[config.mk]
export PLATFORM = sky130hd
export DESIGN_NAME = replay_fifo
export DESIGN_NICKNAME = d
export VERILOG_FILES = /design/src/rtl/replay_fifo_pkg.sv /design/src/rtl/rf_ctrl.sv /design/src/rtl/rf_ptrs.sv /design/src/rtl/rf_store.sv /design/src/rtl/replay_fifo.sv
export SDC_FILE = /design/constraint.sdc
export NUM_CORES = 1
export LEC_CHECK = 0
export ABC_CLOCK_PERIOD_IN_PS = 3600
export BUFFER_PORTS_ARGS = -buffer_cell sky130_fd_sc_hd__buf_4
export CAP_MARGIN = 20
export CORE_UTILIZATION = 35
export DETAILED_ROUTE_END_ITERATION = 6
export SKIP_LAST_GASP = 1
export SLEW_MARGIN = 25
export SYNTH_ARGS = -nofsm -noshare
export SYNTH_HDL_FRONTEND = slang
export SYNTH_SLANG_ARGS = --single-unit
[constraint.sdc]
create_clock -name clk -period 3.6 [get_ports clk]
set_clock_uncertainty 0.1 [all_clocks]
set_input_delay 0.72 -clock clk [delete_from_list [all_inputs] [get_ports clk]]
set_output_delay 0.72 -clock clk [all_outputs]
set_load 0.005 [all_outputs]
[src/rtl/replay_fifo_pkg.sv]
package replay_fifo_pkg;

    // Fill-level classes held by the control state machine
    typedef enum logic [1:0] {
        ST_EMPTY = 2'd0,
        ST_LOW   = 2'd1,
        ST_HIGH  = 2'd2,
        ST_FULL  = 2'd3
    } fill_state_e;

endpackage

[src/rtl/rf_ctrl.sv]
module rf_ctrl
    import replay_fifo_pkg::*;
#(
    parameter int DEPTH = 16
) (
    input  logic                        clk,
    input  logic                        rst_n,
    input  logic                        wr_stb,
    input  logic                        rd_stb,
    input  logic                        replay_n,
    input  logic [$clog2(DEPTH):0]      wr_count,
    output logic                        wr_go,
    output logic                        rd_go,
    output logic                        full_n,
    output logic                        empty_n,
    output logic                        half_n
);
    localparam int AW   = $clog2(DEPTH);
    localparam int CW   = AW + 1;
    localparam int HALF = DEPTH / 2;
    localparam logic [CW-1:0] C_DEPTH = CW'(DEPTH);
    localparam logic [CW-1:0] C_HALF  = CW'(HALF);
    localparam logic [CW-1:0] C_HALF1 = CW'(HALF + 1);
    localparam logic [CW-1:0] C_TOP   = CW'(DEPTH - 1);
    localparam logic [CW-1:0] C_ONE   = CW'(1);

    fill_state_e     state, state_nx;
    logic [CW-1:0]   occ, occ_nx, occ_rpl;

    function automatic fill_state_e classify(input logic [CW-1:0] n);
        if (n == '0)
            return ST_EMPTY;
        else if (n == C_DEPTH)
            return ST_FULL;
        else if (n > C_HALF)
            return ST_HIGH;
        else
            return ST_LOW;
    endfunction

    // Acceptance: blocked during replay, on full (write) and on empty (read)
    always_comb begin
        wr_go = replay_n && wr_stb && (state != ST_FULL);
        rd_go = replay_n && rd_stb && (state != ST_EMPTY);
    end

    // Count after a rewind: words written since reset, capped at DEPTH
    always_comb begin
        occ_rpl = (wr_count > C_DEPTH) ? C_DEPTH : wr_count;
    end

    always_comb begin
        occ_nx = occ;
        if (!replay_n)
            occ_nx = occ_rpl;
        else if (wr_go && !rd_go)
            occ_nx = occ + C_ONE;
        else if (rd_go && !wr_go)
            occ_nx = occ - C_ONE;
    end

    // Next-state logic
    always_comb begin
        state_nx = state;
        if (!replay_n) begin
            state_nx = classify(occ_rpl);                  // REPLAY
        end else begin
            unique case (state)
                ST_EMPTY: begin
                    if (wr_go)
                        state_nx = ST_LOW;                 // FILL_FIRST
                end
                ST_LOW: begin
                    if (wr_go && !rd_go && occ == C_HALF)
                        state_nx = ST_HIGH;                // CROSS_UP
                    else if (rd_go && !wr_go && occ == C_ONE)
                        state_nx = ST_EMPTY;               // DRAIN_LAST
                end
                ST_HIGH: begin
                    if (wr_go && !rd_go && occ == C_TOP)
                        state_nx = ST_FULL;                // TOP_OFF
                    else if (rd_go && !wr_go && occ == C_HALF1)
                        state_nx = ST_LOW;                 // CROSS_DOWN
                end
                ST_FULL: begin
                    if (rd_go)
                        state_nx = ST_HIGH;                // FREE_ONE
                end
                default: state_nx = ST_EMPTY;
            endcase
        end
    end

    // State register
    always_ff @(posedge clk or negedge rst_n) begin
        if (!rst_n) begin
            state <= ST_EMPTY;
            occ   <= '0;
        end else begin
            state <= state_nx;
            occ   <= occ_nx;
        end
    end

    // Output decode
    always_comb begin
        full_n  = 1'b1;
        empty_n = 1'b1;
        half_n  = 1'b1;
        unique case (state)
            ST_EMPTY: empty_n = 1'b0;
            ST_LOW:   ;
            ST_HIGH:  half_n  = 1'b0;
            ST_FULL: begin
                full_n = 1'b0;
                half_n = 1'b0;
            end
            default:  ;
        endcase
    end

endmodule

[src/rtl/rf_ptrs.sv]
module rf_ptrs #(
    parameter int DEPTH = 16
) (
    input  logic                        clk,
    input  logic                        rst_n,
    input  logic                        wr_go,
    input  logic                        rd_go,
    input  logic                        replay_n,
    output logic [$clog2(DEPTH):0]      wr_count,
    output logic [$clog2(DEPTH)-1:0]    wr_addr,
    output logic [$clog2(DEPTH)-1:0]    rd_addr
);
    localparam int AW = $clog2(DEPTH);
    localparam int CW = AW + 1;

    logic [CW-1:0] wr_ptr;
    logic [AW-1:0] rd_ptr;

    // Write ring pointer with one extra lap bit
    always_ff @(posedge clk or negedge rst_n) begin
        if (!rst_n)
            wr_ptr <= '0;
        else if (wr_go)
            wr_ptr <= wr_ptr + CW'(1);
    end

    // Read ring pointer; a replay cycle rewinds it to zero
    always_ff @(posedge clk or negedge rst_n) begin
        if (!rst_n)
            rd_ptr <= '0;
        else if (!replay_n)
            rd_ptr <= '0;
        else if (rd_go)
            rd_ptr <= rd_ptr + AW'(1);
    end

    always_comb begin
        wr_count = wr_ptr;
        wr_addr  = wr_ptr[AW-1:0];
        rd_addr  = rd_ptr;
    end

endmodule

[src/rtl/rf_store.sv]
module rf_store #(
    parameter int DATA_W = 9,
    parameter int DEPTH  = 16
) (
    input  logic                        clk,
    input  logic                        rst_n,
    input  logic                        wr_go,
    input  logic [$clog2(DEPTH)-1:0]    wr_addr,
    input  logic [DATA_W-1:0]           wr_data,
    input  logic                        rd_go,
    input  logic [$clog2(DEPTH)-1:0]    rd_addr,
    output logic [DATA_W-1:0]           rd_data,
    output logic                        rd_valid
);
    logic [DATA_W-1:0] mem [DEPTH];

    always_ff @(posedge clk) begin
        if (wr_go)
            mem[wr_addr] <= wr_data;
    end

    // Registered output; held between accepted reads
    always_ff @(posedge clk or negedge rst_n) begin
        if (!rst_n) begin
            rd_data  <= '0;
            rd_valid <= 1'b0;
        end else begin
            rd_valid <= rd_go;
            if (rd_go)
                rd_data <= mem[rd_addr];
        end
    end

endmodule

[src/rtl/replay_fifo.sv]
module replay_fifo #(
    parameter int DATA_W = 9,
    parameter int DEPTH  = 16
) (
    input  logic              clk,
    input  logic              rst_n,
    input  logic              wr_stb,
    input  logic [DATA_W-1:0] wr_data,
    input  logic              rd_stb,
    input  logic              replay_n,
    output logic              full_n,
    output logic              empty_n,
    output logic              half_n,
    output logic [DATA_W-1:0] rd_data,
    output logic              rd_valid
);
    localparam int AW = $clog2(DEPTH);

    logic          wr_go, rd_go;
    logic [AW:0]   wr_count;
    logic [AW-1:0] wr_addr, rd_addr;

    rf_ctrl #(.DEPTH(DEPTH)) u_ctrl (
        .clk      (clk),
        .rst_n    (rst_n),
        .wr_stb   (wr_stb),
        .rd_stb   (rd_stb),
        .replay_n (replay_n),
        .wr_count (wr_count),
        .wr_go    (wr_go),
        .rd_go    (rd_go),
        .full_n   (full_n),
        .empty_n  (empty_n),
        .half_n   (half_n)
    );

    rf_ptrs #(.DEPTH(DEPTH)) u_ptrs (
        .clk      (clk),
        .rst_n    (rst_n),
        .wr_go    (wr_go),
        .rd_go    (rd_go),
        .replay_n (replay_n),
        .wr_count (wr_count),
        .wr_addr  (wr_addr),
        .rd_addr  (rd_addr)
    );

    rf_store #(.DATA_W(DATA_W), .DEPTH(DEPTH)) u_store (
        .clk      (clk),
        .rst_n    (rst_n),
        .wr_go    (wr_go),
        .wr_addr  (wr_addr),
        .wr_data  (wr_data),
        .rd_go    (rd_go),
        .rd_addr  (rd_addr),
        .rd_data  (rd_data),
        .rd_valid (rd_valid)
    );

endmodule

== Word-level counts from Yosys, hierarchy flattened ==
Memory sizes are Yosys's and may differ from the RTL's. A register that Yosys moved wholly into a read port is not among the register bits.
Cells that the tools add are included.

* Bits in registers: 17
* RAM bits: 144
* Word-level logic and storage cells: 67
* Memories kept: 1

* Add/subtract/negate cells: 4
* $lt $le $gt $ge: 2
* Equality and inequality tests: 15
* Muxes and demuxes: 22
* Reduce and logical (&&, ||, !) cells: 18

{| class="wikitable"
|+ Memory list
! memory !! depth !! bits a word !! read ports !! clocked after Yosys merged registers in !! write ports !! RTL line !! source
|-
| u_store.mem || 16 || 9 || 1 || 1 || 1 || rf_store.sv:15 || <nowiki>logic [DATA_W-1:0] mem [DEPTH];</nowiki>
|}

{| class="wikitable"
|+ Operators by type and width
! operator !! number
|-
| two-way mux 2 bit || 10
|-
| two-way mux 5 bit || 4
|-
| equality test 5 x 4 -> 1 bit, second input constant || 3
|-
| adder 5 x 1 -> 5 bit, second input constant || 2
|-
| logical AND 1 bit || 10
|-
| two-way mux 4 bit || 2
|-
| inequality test 4 x 2 -> 1 bit, second input constant || 2
|-
| case mux 2 bit (4 select lines) || 1
|-
| inequality test 3 x 2 -> 1 bit, second input constant || 2
|-
| equality test 5 x 1 -> 1 bit, second input constant || 1
|-
| equality test 5 bit, second input constant || 1
|-
| > comparator 5 x 4 -> 1 bit, second input constant || 1
|-
| > comparator 5 bit, second input constant || 1
|-
| logical NOT 5 bit || 1
|-
| two-way mux 1 bit || 5
|-
| subtractor 5 x 1 -> 5 bit, second input constant || 1
|-
| adder 4 x 1 -> 4 bit, second input constant || 1
|-
| equality test 2 bit, second input constant || 2
|-
| AND reduction 4 bit || 1
|-
| logical NOT 1 bit || 3
|-
| inequality test 3 x 1 -> 1 bit, second input constant || 1
|-
| equality test 2 x 1 -> 1 bit, second input constant || 1
|-
| logical NOT 2 bit || 1
|-
| inequality test 2 x 1 -> 1 bit, second input constant || 1
|-
| 3 further kinds || 3
|}

== Logic depth before layout (Yosys ltp) ==
Gate-level depths: netlist (run 1).

* Word-level depth: 9
* Gate-level depth with buffers: 7

== By module ==
A second synthesis (run 1) with hierarchy kept.

* Cell total of the unflattened synthesis: 389
* Area, all modules: 7,176.9 um^2

{| class="wikitable"
|+ Modules (own cells, without submodules)
! module !! times used !! cells an instance !! area each (um^2)
|-
| rf_store || 1 || 266 || 6,014.5
|-
| rf_ctrl || 1 || 88 || 740.7
|-
| rf_ptrs || 1 || 35 || 421.7
|}

== Worst setup path before layout (run 1) ==
OpenSTA, ideal clock, no wires.

* Kind: input to register
* From: input wr_stb
* To: memory u_store.mem[3][0] (enable)
* Data arrival time: 1,944 ps
* Data required time: 3,113 ps
* Path slack: 1,169 ps
* Cell stages on the path: 5
* Path buffers: 1
* Cell sequence: and2_1 > and2_1 > buf_2 > nand2_1 > nor3_1

* Cells in the longest elaborated chain, start to end: 4

{| class="wikitable"
|+ Ends and longest elaborated chain
! what !! RTL line !! source
|-
| start, declared || replay_fifo.sv:7 || <nowiki>input logic wr_stb,</nowiki>
|-
| logical AND 1 bit (2 in a row) || rf_ctrl.sv:43 || <nowiki>wr_go = replay_n && wr_stb && (state != ST_FULL);</nowiki>
|-
| two-way mux 1 bit || rf_store.sv:18 || <nowiki>if (wr_go)</nowiki>
|-
| two-way mux 1 bit (implied by the code) || rf_store.sv:19 || <nowiki>mem[wr_addr] <= wr_data;</nowiki>
|-
| end, declared || rf_store.sv:15 ||
|}

Every way passes these cells.

==> results.cfg, run 1 <==
[place]
io_buffers = 26
hpwl_mm = 9.97
gp_congestion = 0.788

[setup_path]
cp_slowest_stage_delay_ns = 1.02
crit_path_end_kind = flop
crit_required_ns = 3.81
critPathArrivalTime_ns = 2.64
start_kind = flop
worst-path-max-fanout = 20
slowest_stage = dfrtp_1
path_class = reg -> reg
crit_chain = buf_4, mux4_2, a22o_1, a221o_1

[clocking]
cts_buffers = 17
clock_latency_ns = 0.42
cts_setup_buffers = 0
ctsHoldBuffers = 0
htreeDepth = 4
root_buffer = clkbuf_16
clockBufferDepth = 2
clock_sinks = 170
post_cts_resized = 0
cts_tree = done
clk_pin_slew_ns = 0.07

[routing]
drt_iter0_drc = 326
drt-total-wl_mm = 14.9
vias = 3685
vias_per_cell = 5.20
postRouteAntennaNets = 0
wire_per_inst_um = 21.1
dr.pass1.iters = 4
drc = 0

[logic_synthesis]
ys_warn_count = 0
synth_cell_type_count = 49
syn_inst = 392
syn-cell-area_um2 = 7020
synthesis.nets = 415
synth_edf_count = 144
synth_top_area_share_pct = 61.6
ys_seq_area_share_pct = 70.9
synth-main-ff-cell = edfxtp_1
synth_largest_area_cell = edfxtp_1
async_reset_ff_share_pct = 15.3
synth-seq-cells = 170
synth_area_leaders = edfxtp_1 62%, dfrtp_1 9.3%, mux4_2 9.0%
syn_area_per_cell_um2 = 17.9

[pwr]
vdd_ir_drop_max_mv = 0.312
p_comb_share_pct = 17.8
p_seq_share_pct = 49.0
leakagePower_nw = 2.75
internal_power_w = 0.00369
pwr-share-clk_pct = 33.2
switching_power_w = 0.00150
p_per_area_nw_per_um2 = 642
p_sw_share_pct = 28.9

[floorplanning]
die_y_um = 144
ioPinCount = 27
row_count = 51
fp.coreArea_um2 = 19500
start_util_pct = 35.9
die-area_um2 = 20600
die_w_um = 144

[timing]
max_freq_mhz = 411
setup-tns-final_ns = 0
maxSlewHeadroom_pct = 30.8
slew_viol_final = 0
holdWs_ns = 0.102
setup_violations = 0
worst_pin_slew_ns = 1.04
rsz0062_at_grt = false
fin_crit_ns = 2.44
finalHoldViolations = 0
period_share_pct = 67.7

[grt]
antenna_found_initial = 0
grt.overflow.total = 0
grt_usage_pct = 15.8
grt_pass1_vias = 3768
grt_max_degree = 27
grt_pass1_wl_mm = 23.0

[layout]
fill_cells = 1770
multi_input_area_um2 = 1880
fin_nets = 454
area_growth_pct = 15.3
diodes = 0
final_common_cell = edfxtp_1
drive_gt1_share_pct = 24.8
layout_common_cells = 144 x edfxtp_1, 37 x buf_4, 28 x mux4_2
ff_latch_area_um2 = 4980

[run]
max-cap-violations = 0

[status]
outcome = finished, final reports clean

[worst_hold_path]
min-delay-path-class = in -> async
## metrics by stage
stage / util (%) / instances / area, um^2 / total power [W] / setup WS (ns)
global placement: 38.6 / 677 / 7530 / 0.00350 / 0.909
finish: 41.4 / 709 / 8090 / 0.00520 / 1.16
CTS: 41.4 / 709 / 8090 / 0.00524 / 1.15
global route: 41.4 / 709 / 8090 / 0.00543 / 1.06
detailed placement: 38.6 / 677 / 7530 / 0.00352 / 0.760
floorplan: - / 392 / 7020 / 0.00316 / 1.17
## synth_stat cells (all sizes together), types with 2 or more instances
| cell | count |
|---|---|
| inv | 11 |
| nor2 | 25 |
| o22ai | 2 |
| dfrtp | 26 |
| nand2b | 2 |
| nand2 | 25 |
| o221ai | 3 |
| nor2b | 3 |
| edfxtp | 144 |
| a22o | 6 |
| clkbuf | 7 |
| mux4 | 36 |
| a21oi | 6 |
| o21ai | 6 |
| xnor2 | 5 |
| a22oi | 4 |
| a221o | 6 |
| mux2 | 9 |
| ha | 9 |
| buf | 11 |
| a221oi | 2 |
| nor3 | 8 |
| nand3 | 9 |
| and3 | 3 |
| xor2 | 5 |
| and2 | 3 |
## worst max-delay path: cells and delay by family, from the launching register on
| family | cells | cell delay (ns) |
|---|---|---|
| buf+inv | 1 | 0.33 |
| flops | 1 | 1.02 |
| mux | 1 | 0.33 |
| compound gates | 2 | 0.53 |
## layer usage
metal,global-route usage [%],share of wire [%]
met2,24.1,47
met4,4.31,1.3
met3,4.37,5.8
met1,22.0,46
met5,0,0
## power groups by stage
| stage | clock (W) | sequential, W | combinational, W |
|---|---|---|---|
| global route | 0.00183 | 0.00258 | 0.00102 |
| CTS | 0.00176 | 0.00255 | 0.000939 |
| global placement | 0 | 0.00258 | 0.000919 |
| detailed placement | 0 | 0.00258 | 0.000932 |
| finish | 0.00173 | 0.00255 | 0.000926 |
| floorplan | 0 | 0.00245 | 0.000709 |
## flip-flops by register name (all words and copies together) (netlist names)
register	cells
u_store.mem	144
u_ptrs.wr_count	5
u_ptrs.rd_addr	4
u_store.rd_valid	1
u_store.rd_data	9
u_ctrl.occ	5
u_ctrl.state	2
## final cells by class
cell class              count  area share [%]
inverters                  11           0.510
well taps                 265            4.10
clock buffers              17            5.26
flip-flops and latches    170            61.5
repair buffers             38            3.68
multi-input cells         193            23.3
clock inverters            15            1.70
## worst paths after layout
path                                     from                 end  slack, ns  depth (start not counted)
max                         u_ptrs.rd_addr[2]  u_store.rd_data[1]       1.16                          4
min                                     rst_n       u_ctrl.occ[1]       0.10                          1
max reg2reg                 u_ptrs.rd_addr[2]  u_store.rd_data[1]       1.16                          4
min reg2reg                u_store.rd_data[5]  u_store.rd_data[5]       0.42                          2
max in group asynchronous               rst_n   u_ptrs.rd_addr[0]       3.00                          1
min in group clk           u_store.rd_data[5]  u_store.rd_data[5]       0.42                          2
## logic make-up (layout without fill, tap and decap cells)
group | Yosys count | after routing | share of synthesized area, %
AO/OA/AOI/OAI | 46 | 46 | 5.14
multiplexers | 45 | 45 | 13.4
adder cells (fa/ha/maj) | 9 | 9 | 1.60
flip-flops | 170 | 170 | 70.9
buffers and inverters | 29 | 81 | 2.26
AND/OR/NAND/NOR | 83 | 83 | 5.42
XOR/XNOR | 10 | 10 | 1.25
No activity file was read; power rests on OpenSTA's default activity.
==> run 2: changes to the inputs <==
--- a/config.mk
+++ b/config.mk
@@ -5,7 +5,8 @@
 export SDC_FILE = /design/constraint.sdc
 export NUM_CORES = 1
 export LEC_CHECK = 0
-export ABC_CLOCK_PERIOD_IN_PS = 3600
+export ABC_AREA = 1
+export ABC_CLOCK_PERIOD_IN_PS = 2000
 export BUFFER_PORTS_ARGS = -buffer_cell sky130_fd_sc_hd__buf_4
 export CAP_MARGIN = 20
 export CORE_UTILIZATION = 35
==> constraint.sdc (replaced) <==
create_clock -name clk -period 2 [get_ports clk]
set_clock_uncertainty 0.1 [all_clocks]
set_input_delay 0.4 -clock clk [delete_from_list [all_inputs] [get_ports clk]]
set_output_delay 0.4 -clock clk [all_outputs]
set_load 0.005 [all_outputs]
==> run 2 against run 1 <==
  * Design area grew 5.9%
  * Critical path depth increased by 4
  * Clock-buffer cell count grew 1
  * Fmax grew 31%
  * Core utilization up 0.36 points
  * Clock power up 90%
  * Routed wire length grew 13%
  * Worst setup slack got worse by 1.0 ns
  * Largest power group unchanged
==> results.cfg, run 2 <==
[setup_path]
crit_path_end_kind = flop
slowest_stage = dfrtp_2
worst-path-max-fanout = 51
crit_top_cell = nand2_1
r2r-start = u_ptrs.rd_addr[0]
rr_endpoint = u_store.rd_data[8]
path_class = reg -> reg
start_kind = flop
r2r_slack_ns = 0.14
crit_chain = inv_2, buf_12, nor2_1, o211ai_1, nand3_1, nand2_1, nand2_1, nand2_1
r2r.worst_path.cells = 8
critPathArrivalTime_ns = 2.12
critPathBufInv = 2
crit_required_ns = 2.27
crit_cells = 8
cp_slowest_stage_delay_ns = 0.48
critPathTopFamily = simple AND/OR/NAND/NOR gates

[logic_synthesis]
syn-cell-area_um2 = 7390
ys_warn_count = 0
synthesis.nets = 668
yosysMostFrequentCell = edfxtp_1
async_reset_ff_share_pct = 15.3
synth-main-ff-cell = edfxtp_1
synth_top_area_share_pct = 58.5
syn_area_per_cell_um2 = 11.5
synth_area_leaders = edfxtp_1 58%, dfrtp_1 8.8%, nor2_1 6.7%
yosys-top-cells-count = 144 x edfxtp_1, 132 x nor2_1, 79 x nand2_1
synth_edf_count = 144
synth_largest_area_cell = edfxtp_1
synth_cell_type_count = 31
ys_seq_area_share_pct = 67.3
synth-seq-cells = 170
syn_inst = 645

[place]
gp_congestion = 0.827
hpwl_mm = 11.1
io_buffers = 26
dp_cells = 935

[floorplanning]
row_count = 52
ioPinCount = 27
die_w_um = 147
fp.coreArea_um2 = 20500
start_util_pct = 36.1
die-area_um2 = 21700
die_y_um = 147

[clocking]
clockBufferDepth = 2
htreeDepth = 4
cts_buffers = 17
clock_sinks = 170
clock_latency_ns = 0.43
post_cts_resized = 0
clk_pin_slew_ns = 0.07
root_buffer = clkbuf_16
cts_tree = done

[routing]
wire_per_inst_um = 17.4
drt_iter0_drc = 501
postRouteAntennaNets = 0
drc = 0
drt-total-wl_mm = 16.9
dr.pass1.iters = 4
vias_per_cell = 5.02
vias = 4857

[grt]
grt_pass1_vias = 4595
grt.overflow.total = 0
grt_pass1_wl_mm = 26.6
grt_max_degree = 58
grt_usage_pct = 16.5
antenna_found_initial = 0

[layout]
area_growth_pct = 15.9
fin_nets = 708
largest_registers = u_store.mem x144, u_store.rd_data x9
fin_cells = 968
regMostFlops = u_store.mem
fill_cells = 1937
ff_latch_area_um2 = 4980
largest_reg_flops = 144
final_common_cell = edfxtp_1
diodes = 0
multi_input_area_um2 = 2110
layout_common_cells = 144 x edfxtp_1, 132 x nor2_1, 79 x nand2_1, 51 x o21ai_0, 50 x buf_4
drive_gt1_share_pct = 15.5

[timing]
period_share_pct = 92.9
rsz0062_at_grt = false
worst_pin_slew_ns = 0.429
slew_viol_final = 0
finalHoldViolations = 0
maxSlewHeadroom_pct = 71.4
fin_crit_ns = 1.86
max_freq_mhz = 538
setup_violations = 0
setup-tns-final_ns = 0
holdWs_ns = 0.156

[worst_hold_path]
min_from = rd_stb
min_to = u_ptrs.rd_addr[1]
whs_path_depth = 2
min-delay-path-class = in -> reg

[pwr]
leakagePower_nw = 3.14
p_per_area_nw_per_um2 = 1210
vdd_ir_drop_max_mv = 0.715
total_power_w = 0.0104

[status]
outcome = finished, final reports clean

[run]
max-cap-violations = 0
[run 2: cells by family after synthesis]
| logic type | after synthesis | synth area share, % |
|---|---|---|
| and+or+nand+nor | 270 | 16.0 |
| DFF | 170 | 67.3 |
| AOI/OAI and AO/OA | 127 | 10.0 |
| buffers and inverters | 60 | 4.11 |
| xor gates and xnor gates | 9 | 1.07 |
| adders and majority gates | 9 | 1.52 |
[run 2: timing repair]
action / 4_1_cts / 5_1_grt
setup buffers: 0 / 0
hold endpoints to repair: 26 / 0
hold buffers: 1 / 0
[run 2: worst max path at each step]
stage / from / to / slack [ns]
2_1_floorplan: replay_n / u_store.mem[11][0] / 0.09
3_3_place_gp: u_ptrs.rd_addr[0] / u_store.rd_data[5] / 0.18
3_5_place_dp: u_ptrs.rd_addr[0] / u_store.rd_data[5] / 0.17
4_1_cts: u_ptrs.rd_addr[0] / u_store.rd_data[5] / 0.15
5_1_grt: u_ptrs.wr_count[0] / u_ctrl.state[0] / 0.04
6_report: u_ptrs.rd_addr[0] / u_store.rd_data[8] / 0.14
[run 2: final cells by class]
class	count	share of cell area [%]
Clock buffer	18	5.01
Clock inverter	14	1.87
Inverter	27	1.21
Multi-Input combinational cell	415	24.7
Sequential cell	170	58.1
Tap cell	270	3.94
Timing Repair Buffer	54	5.20
[run 2: metrics by stage]
step | cell area, um^2 | setup slack (ns) | util, %
final | 8570 | 0.143 | 41.8
after global routing | 8570 | 0.0433 | 41.8
after CTS | 8570 | 0.146 | 41.8
after detailed placement | 7970 | 0.173 | 38.9
after global placement | 7970 | 0.184 | 38.9
after floorplan | 7390 | 0.0934 | -
[run 2: power by group]
group / total [W] / internal (W) / switching (W) / leakage (nW)
logic: 0.00261 / 0.000955 / 0.00165 / 1.24
registers: 0.00447 / 0.00419 / 0.000277 / 1.61
clock network: 0.00328 / 0.00187 / 0.00141 / 0.286
[run 2: routing by layer]
layer	vias to the layer above	GRT usage, %	routed length (um)	share of wire [%]
met3	22	3.48	716	4.2
met4	0	6.44	346	2.1
li1	2344	-	-	-
met2	113	26.2	8280	49
met5	-	0	0	0
met1	2378	22.1	7510	45
